### src/rtl/mash_pkg.sv
package mash_pkg;
  function automatic int max2(input int a, input int b);
    return (a > b) ? a : b;
  endfunction
endpackage

### src/rtl/mash_dither_lfsr.sv
module mash_dither_lfsr #(
  parameter int unsigned LEN    = 15,
  parameter int unsigned TAP_HI = 14,
  parameter int unsigned TAP_LO = 13,
  parameter logic [LEN-1:0] SEED = {{(LEN-1){1'b0}}, 1'b1}
) (
  input  logic clk_i,
  input  logic rst_ni,
  input  logic step_i,
  output logic dither_o
);
  logic [LEN-1:0] st_q;

  always_ff @(posedge clk_i or negedge rst_ni) begin
    if (!rst_ni)     st_q <= SEED;
    else if (step_i) st_q <= {st_q[LEN-2:0], st_q[TAP_HI] ^ st_q[TAP_LO]};
  end

  assign dither_o = st_q[LEN-1];

  assert_lfsr_nonzero_R2: assert property (@(posedge clk_i) disable iff (!rst_ni)
    st_q != '0);
  assert_lfsr_hold_R2: assert property (@(posedge clk_i) disable iff (!rst_ni)
    !step_i |=> $stable(st_q));
endmodule

### src/rtl/mash_fine_scaler.sv
module mash_fine_scaler #(
  parameter int GAIN_W    = 16,
  parameter int GAIN_FRAC = 12,
  parameter int FINE_W    = 8,
  parameter int SAR_W     = 8,
  localparam int PROD_W   = GAIN_W + 1 + FINE_W,
  localparam int SC_W     = PROD_W - GAIN_FRAC
) (
  input  logic                     clk_i,
  input  logic                     rst_ni,
  input  logic                     valid_i,
  input  logic [SAR_W-1:0]         sar_i,
  input  logic signed [FINE_W-1:0] fine_i,
  input  logic                     dither_i,
  input  logic [GAIN_W-1:0]        gain_i,
  output logic                     v_o,
  output logic [SAR_W-1:0]         sar_o,
  output logic signed [SC_W-1:0]   sc_o,
  output logic                     d_o
);
  logic signed [PROD_W-1:0] prod;
  logic signed [SC_W-1:0]   sc_d;

  assign prod = PROD_W'($signed({1'b0, gain_i})) * PROD_W'(fine_i);
  assign sc_d = SC_W'(prod >>> GAIN_FRAC);

  always_ff @(posedge clk_i or negedge rst_ni) begin
    if (!rst_ni) begin
      v_o   <= 1'b0;
      sar_o <= '0;
      sc_o  <= '0;
      d_o   <= 1'b0;
    end else begin
      v_o <= valid_i;
      if (valid_i) begin
        sar_o <= sar_i;
        sc_o  <= sc_d;
        d_o   <= dither_i;
      end
    end
  end

  assert_stage_follows_R4: assert property (@(posedge clk_i) disable iff (!rst_ni)
    valid_i |=> v_o);
  assert_stage_idle_R4: assert property (@(posedge clk_i) disable iff (!rst_ni)
    !valid_i |=> !v_o);
endmodule

### src/rtl/mash_gain_cal.sv
module mash_gain_cal #(
  parameter int GAIN_W = 16,
  parameter int SC_W   = 13,
  parameter int LSB_SH = 6,
  parameter int MU_W   = 4,
  parameter logic [GAIN_W-1:0] G_NOM = 16'h1000,
  localparam int E_W   = mash_pkg::max2(SC_W, LSB_SH + 2) + 1,
  localparam int ACC_W = mash_pkg::max2(GAIN_W, E_W) + 3
) (
  input  logic                   clk_i,
  input  logic                   rst_ni,
  input  logic                   v_i,
  input  logic signed [SC_W-1:0] sc_i,
  input  logic                   d_i,
  input  logic                   cal_en_i,
  input  logic [MU_W-1:0]        mu_i,
  output logic [GAIN_W-1:0]      gain_o
);
  localparam logic signed [E_W-1:0]   W_S   = E_W'(1 << LSB_SH);
  localparam logic signed [ACC_W-1:0] G_MAX = {{(ACC_W-GAIN_W){1'b0}}, {GAIN_W{1'b1}}};

  logic signed [E_W-1:0]   err;
  logic signed [E_W:0]     corr_full, corr;
  logic signed [ACC_W-1:0] acc;
  logic [GAIN_W-1:0]       gain_q, gain_d;

  assign err       = E_W'(sc_i) - (d_i ? W_S : -W_S);
  assign corr_full = d_i ? (E_W+1)'(err) : -((E_W+1)'(err));
  assign corr      = corr_full >>> mu_i;
  assign acc       = $signed(ACC_W'(gain_q)) - ACC_W'(corr);

  always_comb begin
    if (acc < 0)          gain_d = '0;
    else if (acc > G_MAX) gain_d = '1;
    else                  gain_d = acc[GAIN_W-1:0];
  end

  always_ff @(posedge clk_i or negedge rst_ni) begin
    if (!rst_ni)              gain_q <= G_NOM;
    else if (v_i && cal_en_i) gain_q <= gain_d;
  end

  assign gain_o = gain_q;

  assert_gain_frozen_R6: assert property (@(posedge clk_i) disable iff (!rst_ni)
    !cal_en_i |=> $stable(gain_q));
  assert_gain_idle_R5: assert property (@(posedge clk_i) disable iff (!rst_ni)
    !v_i |=> $stable(gain_q));
  assert_no_wrap_R7: assert property (@(posedge clk_i) disable iff (!rst_ni)
    !($past(gain_q[GAIN_W-1]) && $past(gain_q[GAIN_W-2]) &&
      !gain_q[GAIN_W-1] && !gain_q[GAIN_W-2]));
  assert_no_underflow_R7: assert property (@(posedge clk_i) disable iff (!rst_ni)
    !(!$past(gain_q[GAIN_W-1]) && !$past(gain_q[GAIN_W-2]) &&
      gain_q[GAIN_W-1] && gain_q[GAIN_W-2]));
endmodule

### src/rtl/mash_gain_combiner.sv
module mash_gain_combiner #(
  parameter int SAR_W     = 8,
  parameter int FINE_W    = 8,
  parameter int GAIN_W    = 16,
  parameter int GAIN_FRAC = 12,
  parameter int LSB_SH    = 6,
  parameter int MU_W      = 4,
  parameter int LFSR_LEN  = 15,
  parameter logic [GAIN_W-1:0]   G_NOM     = 16'h1000,
  parameter logic [LFSR_LEN-1:0] LFSR_SEED = 15'h0001,
  localparam int SC_W     = GAIN_W + 1 + FINE_W - GAIN_FRAC,
  localparam int OUT_W    = mash_pkg::max2(SAR_W + LSB_SH, SC_W) + 3
) (
  input  logic                     clk_i,
  input  logic                     rst_ni,
  input  logic                     valid_i,
  input  logic [SAR_W-1:0]         sar_i,
  input  logic signed [FINE_W-1:0] fine_i,
  input  logic                     cal_en_i,
  input  logic [MU_W-1:0]          mu_i,
  output logic                     dither_o,
  output logic                     out_valid_o,
  output logic signed [OUT_W-1:0]  out_data_o,
  output logic [GAIN_W-1:0]        gain_o
);
  localparam logic signed [OUT_W-1:0] W_O = OUT_W'(1 << LSB_SH);

  logic                   v1, d1;
  logic [SAR_W-1:0]       sar1;
  logic signed [SC_W-1:0] sc1;
  logic signed [OUT_W-1:0] coarse, sum;

  mash_dither_lfsr #(
    .LEN(LFSR_LEN), .TAP_HI(LFSR_LEN-1), .TAP_LO(LFSR_LEN-2), .SEED(LFSR_SEED)
  ) u_lfsr (
    .clk_i(clk_i), .rst_ni(rst_ni), .step_i(valid_i), .dither_o(dither_o)
  );

  mash_fine_scaler #(
    .GAIN_W(GAIN_W), .GAIN_FRAC(GAIN_FRAC), .FINE_W(FINE_W), .SAR_W(SAR_W)
  ) u_scale (
    .clk_i(clk_i), .rst_ni(rst_ni), .valid_i(valid_i), .sar_i(sar_i),
    .fine_i(fine_i), .dither_i(dither_o), .gain_i(gain_o),
    .v_o(v1), .sar_o(sar1), .sc_o(sc1), .d_o(d1)
  );

  mash_gain_cal #(
    .GAIN_W(GAIN_W), .SC_W(SC_W), .LSB_SH(LSB_SH), .MU_W(MU_W), .G_NOM(G_NOM)
  ) u_cal (
    .clk_i(clk_i), .rst_ni(rst_ni), .v_i(v1), .sc_i(sc1), .d_i(d1),
    .cal_en_i(cal_en_i), .mu_i(mu_i), .gain_o(gain_o)
  );

  assign coarse = $signed(OUT_W'({sar1, {LSB_SH{1'b0}}}));
  assign sum    = coarse + OUT_W'(sc1) - (d1 ? W_O : -W_O);

  always_ff @(posedge clk_i or negedge rst_ni) begin
    if (!rst_ni) begin
      out_valid_o <= 1'b0;
      out_data_o  <= '0;
    end else begin
      out_valid_o <= v1;
      if (v1) out_data_o <= sum;
    end
  end

  assert_out_pulse_R4: assert property (@(posedge clk_i) disable iff (!rst_ni)
    v1 |=> out_valid_o);
  assert_out_gap_R4: assert property (@(posedge clk_i) disable iff (!rst_ni)
    !v1 |=> !out_valid_o);
  assert_data_hold_R3: assert property (@(posedge clk_i) disable iff (!rst_ni)
    !out_valid_o |-> $stable(out_data_o));
endmodule

### config.mk
export PLATFORM = sky130hd
export DESIGN_NAME = mash_gain_combiner
export DESIGN_NICKNAME = d
export VERILOG_FILES = /design/src/rtl/mash_pkg.sv /design/src/rtl/mash_dither_lfsr.sv /design/src/rtl/mash_fine_scaler.sv /design/src/rtl/mash_gain_cal.sv /design/src/rtl/mash_gain_combiner.sv
export SDC_FILE = /design/constraint.sdc
export NUM_CORES = 1
export LEC_CHECK = 0
export CORE_UTILIZATION = 30
export DETAILED_ROUTE_END_ITERATION = 16
export PLACE_DENSITY = 0.51
export SYNTH_ARGS = -nofsm -noshare
export SYNTH_HDL_FRONTEND = slang
export SYNTH_SLANG_ARGS = --single-unit
### constraint.sdc
create_clock -name clk_i -period 14.84 [get_ports clk_i]
set_input_delay 2.968 -clock clk_i [delete_from_list [all_inputs] [get_ports clk_i]]
set_output_delay 2.968 -clock clk_i [all_outputs]
set_load 0.05 [all_outputs]
==> results.md <==
- CTS resizes: 0
- Hold_sp: u_lfsr.st_q[0]
- Setup TNS: 0 ps
- Post-synth cell types: 79
- Pre-antenna DRT Iters: 5
- Fillers: 3,280
- Initial Util: 30.6%
- Skew-Pair Late Insertion Delay: 350 ps
- #FFs+latches synth: 72
- Crit path time final: 8570 ps
- NumNets Final: 1,335
- YS warnings: 0
- WHS Endpoint: u_lfsr.st_q[0]
- Worst hold stages: 2
- Prevailing post-synth register cell: dfrtp_1
- Diodes inserted: 0
- Post-Syn Instances: 1,083
- Post-Syn Nets: 1,302
- Hold_buf cts: 0
- MaxCap Viol Count: 0
- # DRC: 0
- Fraction of registers with async set or reset after synthesis: 100%
- Initial antenna violation count: 0
- Final Cycle Share: 57.7%
- Syn_area_per_cell: 8.96 sq um
- Cell Area, Synth: 9710 sq um
- Endpoints failing hold: 0
- Vias in the first global route: 7,634
- Die footprint: 33,100 sq um
- CTS H-tree lvls: 3
- Layout cells sized above 1: 7.05%
- Slew Limit Fails: 0
- Seq/Total Area, Yosys: 18.6%
- Core box area: 31,700 sq um
- Clock Tree Root: clkbuf_16
- Routed Antenna Nets: 0
- Arr. time, crit path: 8740 ps
- Total CTS buffers: 9
- Final GP Congestion: 0.849
- First-pass GRT wire length: 40,900 microns
- CTS tree: done
- Reg-to-reg startpoint: u_scale.d_o
- Setup Skew: 9.59 ps
- Crit Path Max Fanout: 25
- Port Buffers: 58
- Hpwl dp: 18,900 microns
- Relative slew slack: 27.3%
- Status: finished, final reports clean
- Die height: 182 microns
- Crit Path Class: in -> reg
- CP Launch Type: input pin
- RSZ-0062 raised after global routing: false
- Final setup vio count: 0
- Clock transition at the registers of the reported paths: 70 ps
- Clock sinks: 72
- Maximum clock rate: 117 MHz
- R2R Path End: u_cal.gain_o[2]
- Row Count: 65
- GRT overflow: 0
- Die Span X: 182 microns
- Reg2Reg Depth: 19
- Vias: 7,671
- Gr usage total: 15.5%
- Drt total wl: 24,500 microns
- DR WL/cell: 16.1 microns
- Postcts setup bufs: 0
- Number of flops mapped to enable cells by yosys: 0
- Worst-margin pin slew: 1080 ps
- Worst Hold Class: reg -> reg
- 1st-iter DRT viols: 386
- Reg2reg setup slack: 7670 ps
- IO Pins: 59
- Area grow syn2layout: 12.7%
- Critical Path End Type: flop
- Routed vias/inst: 5.04
- Clock Path Buffers: 2
- CP Data Required Time: 15,010 ps
- Largest net degree at the start of global routing: 73
flip-flops by register name, indices dropped and copies added, names as in the netlist:
name           cells
out_data_o        17
out_valid_o        1
u_cal.gain_o      16
u_lfsr.st_q       15
u_scale.d_o        1
u_scale.sar_o      8
u_scale.sc_o      13
u_scale.v_o        1
synth_stat cells, drive strengths merged (4+ instances only):
cell | n | area share, %
a21o | 11 | 0.85
and2 | 73 | 4.7
o21bai | 7 | 0.54
a211oi | 13 | 1.1
o21a | 13 | 1.0
xor2 | 11 | 0.99
nand3b | 5 | 0.52
a31oi | 11 | 0.71
or3 | 10 | 0.75
dfrtp | 70 | 18
a21oi | 45 | 2.3
inv | 133 | 5.1
o31ai | 6 | 0.61
nor4 | 4 | 0.41
a311o | 4 | 0.43
nand2b | 19 | 1.2
ha | 102 | 13
nor3 | 25 | 1.3
mux2 | 37 | 4.3
a221oi | 5 | 0.45
nand3 | 11 | 0.57
fa | 93 | 19
nor2 | 77 | 3.0
buf | 6 | 0.30
nand2 | 87 | 3.4
o211ai | 8 | 0.62
o221ai | 5 | 0.45
and3 | 8 | 0.52
nand4 | 4 | 0.26
xnor2 | 24 | 2.2
nor2b | 8 | 0.52
o22ai | 16 | 1.0
clkbuf | 33 | 1.3
mux2i | 7 | 0.72
o21ai | 33 | 1.7
metal layers:
layer | up-vias | global-route usage [%] | part of all wire (%)
li1 | 3783 | - | -
met1 | 3736 | 20.9 | 48
met2 | 124 | 26.1 | 48
met3 | 28 | 2.25 | 3.4
met4 | 0 | 3.80 | 1.3
met5 | - | 0 | 0
per-stage QoR:
stage | setup WS (ps) | hold slack, ps | utilization (%) | instance area [sq um] | cells
finish | 6270 | 496 | 34.5 | 10900 | 1523
detailed placement | 5980 | 490 | 33.6 | 10700 | 1507
global placement | 6060 | 483 | 33.6 | 10700 | 1507
CTS | 6330 | 500 | 34.5 | 10900 | 1523
global route | 5760 | 518 | 34.5 | 10900 | 1523
floorplan | 7370 | 352 | - | 9710 | 1083
kinds of logic (layout without fill, tap and decap cells):
kind of cell    count (synthesis)  in the layout  share of synthesized area, %
mux                            45             45                          5.25
compound gates                220            220                          15.9
simple gates                  341            341                          18.0
xor+xnor                       35             35                          3.16
buf+inv                       175            213                          6.86
flops                          72             72                          18.6
fa+ha+maj                     195            195                          32.3
critical path, cell delays in order:
cell	delay [ps]
clkdlybuf4s50_1	980
inv_1	540
nand2_1	210
nor2_1	60
a221oi_1	210
a22o_1	270
o22a_1	140
a21bo_2	230
a311oi_1	260
ha_1	270
nor2b_1	130
o21ai_0	290
o221ai_1	220
and3_1	240
o311ai_0	520
a21oi_1	140
o21ai_1	860
o22ai_1	200
final cells by class:
type	count	area (sq um)	area share (%)
flip-flops and latches	72	1800	16.5
inverters	136	510	4.67
clock inverters	7	61.3	0.560
well taps	402	503	4.60
multi-input cells	836	7240	66.1
repair buffers	61	601	5.49
clock buffers	9	225	2.06
worst max-delay path by stage:
stage,startpoint,end,slack [ps],cells after the start
6_report,mu_i[0],u_cal.gain_o[2],6270,18
4_1_cts,mu_i[0],u_cal.gain_o[5],6330,18
2_1_floorplan,fine_i[7],u_scale.sc_o[12],7370,15
3_5_place_dp,mu_i[0],u_cal.gain_o[5],5980,18
3_3_place_gp,mu_i[0],u_cal.gain_o[5],6060,18
5_1_grt,mu_i[0],u_cal.gain_o[5],5760,18
placed cells by master, fill, tap and decap left out, drive strengths merged, types with 11 or more instances in the layout:
cell type / netlist / routed
mux2: 37 / 37
a31oi: 11 / 11
clkdlybuf4s50: 0 / 57
a211oi: 13 / 13
dfrtp: 70 / 70
nand3: 11 / 11
fa: 93 / 93
xor2: 11 / 11
nor3: 25 / 25
and2: 73 / 73
a21o: 11 / 11
ha: 102 / 102
a21oi: 45 / 45
o22ai: 16 / 16
inv: 133 / 137
o21a: 13 / 13
nand2: 87 / 87
nor2: 77 / 77
o21ai: 33 / 33
xnor2: 24 / 24
nand2b: 19 / 19
Power is not shown: default switching activity piles up to over one toggle a cycle in this logic, so the estimate is an artifact.
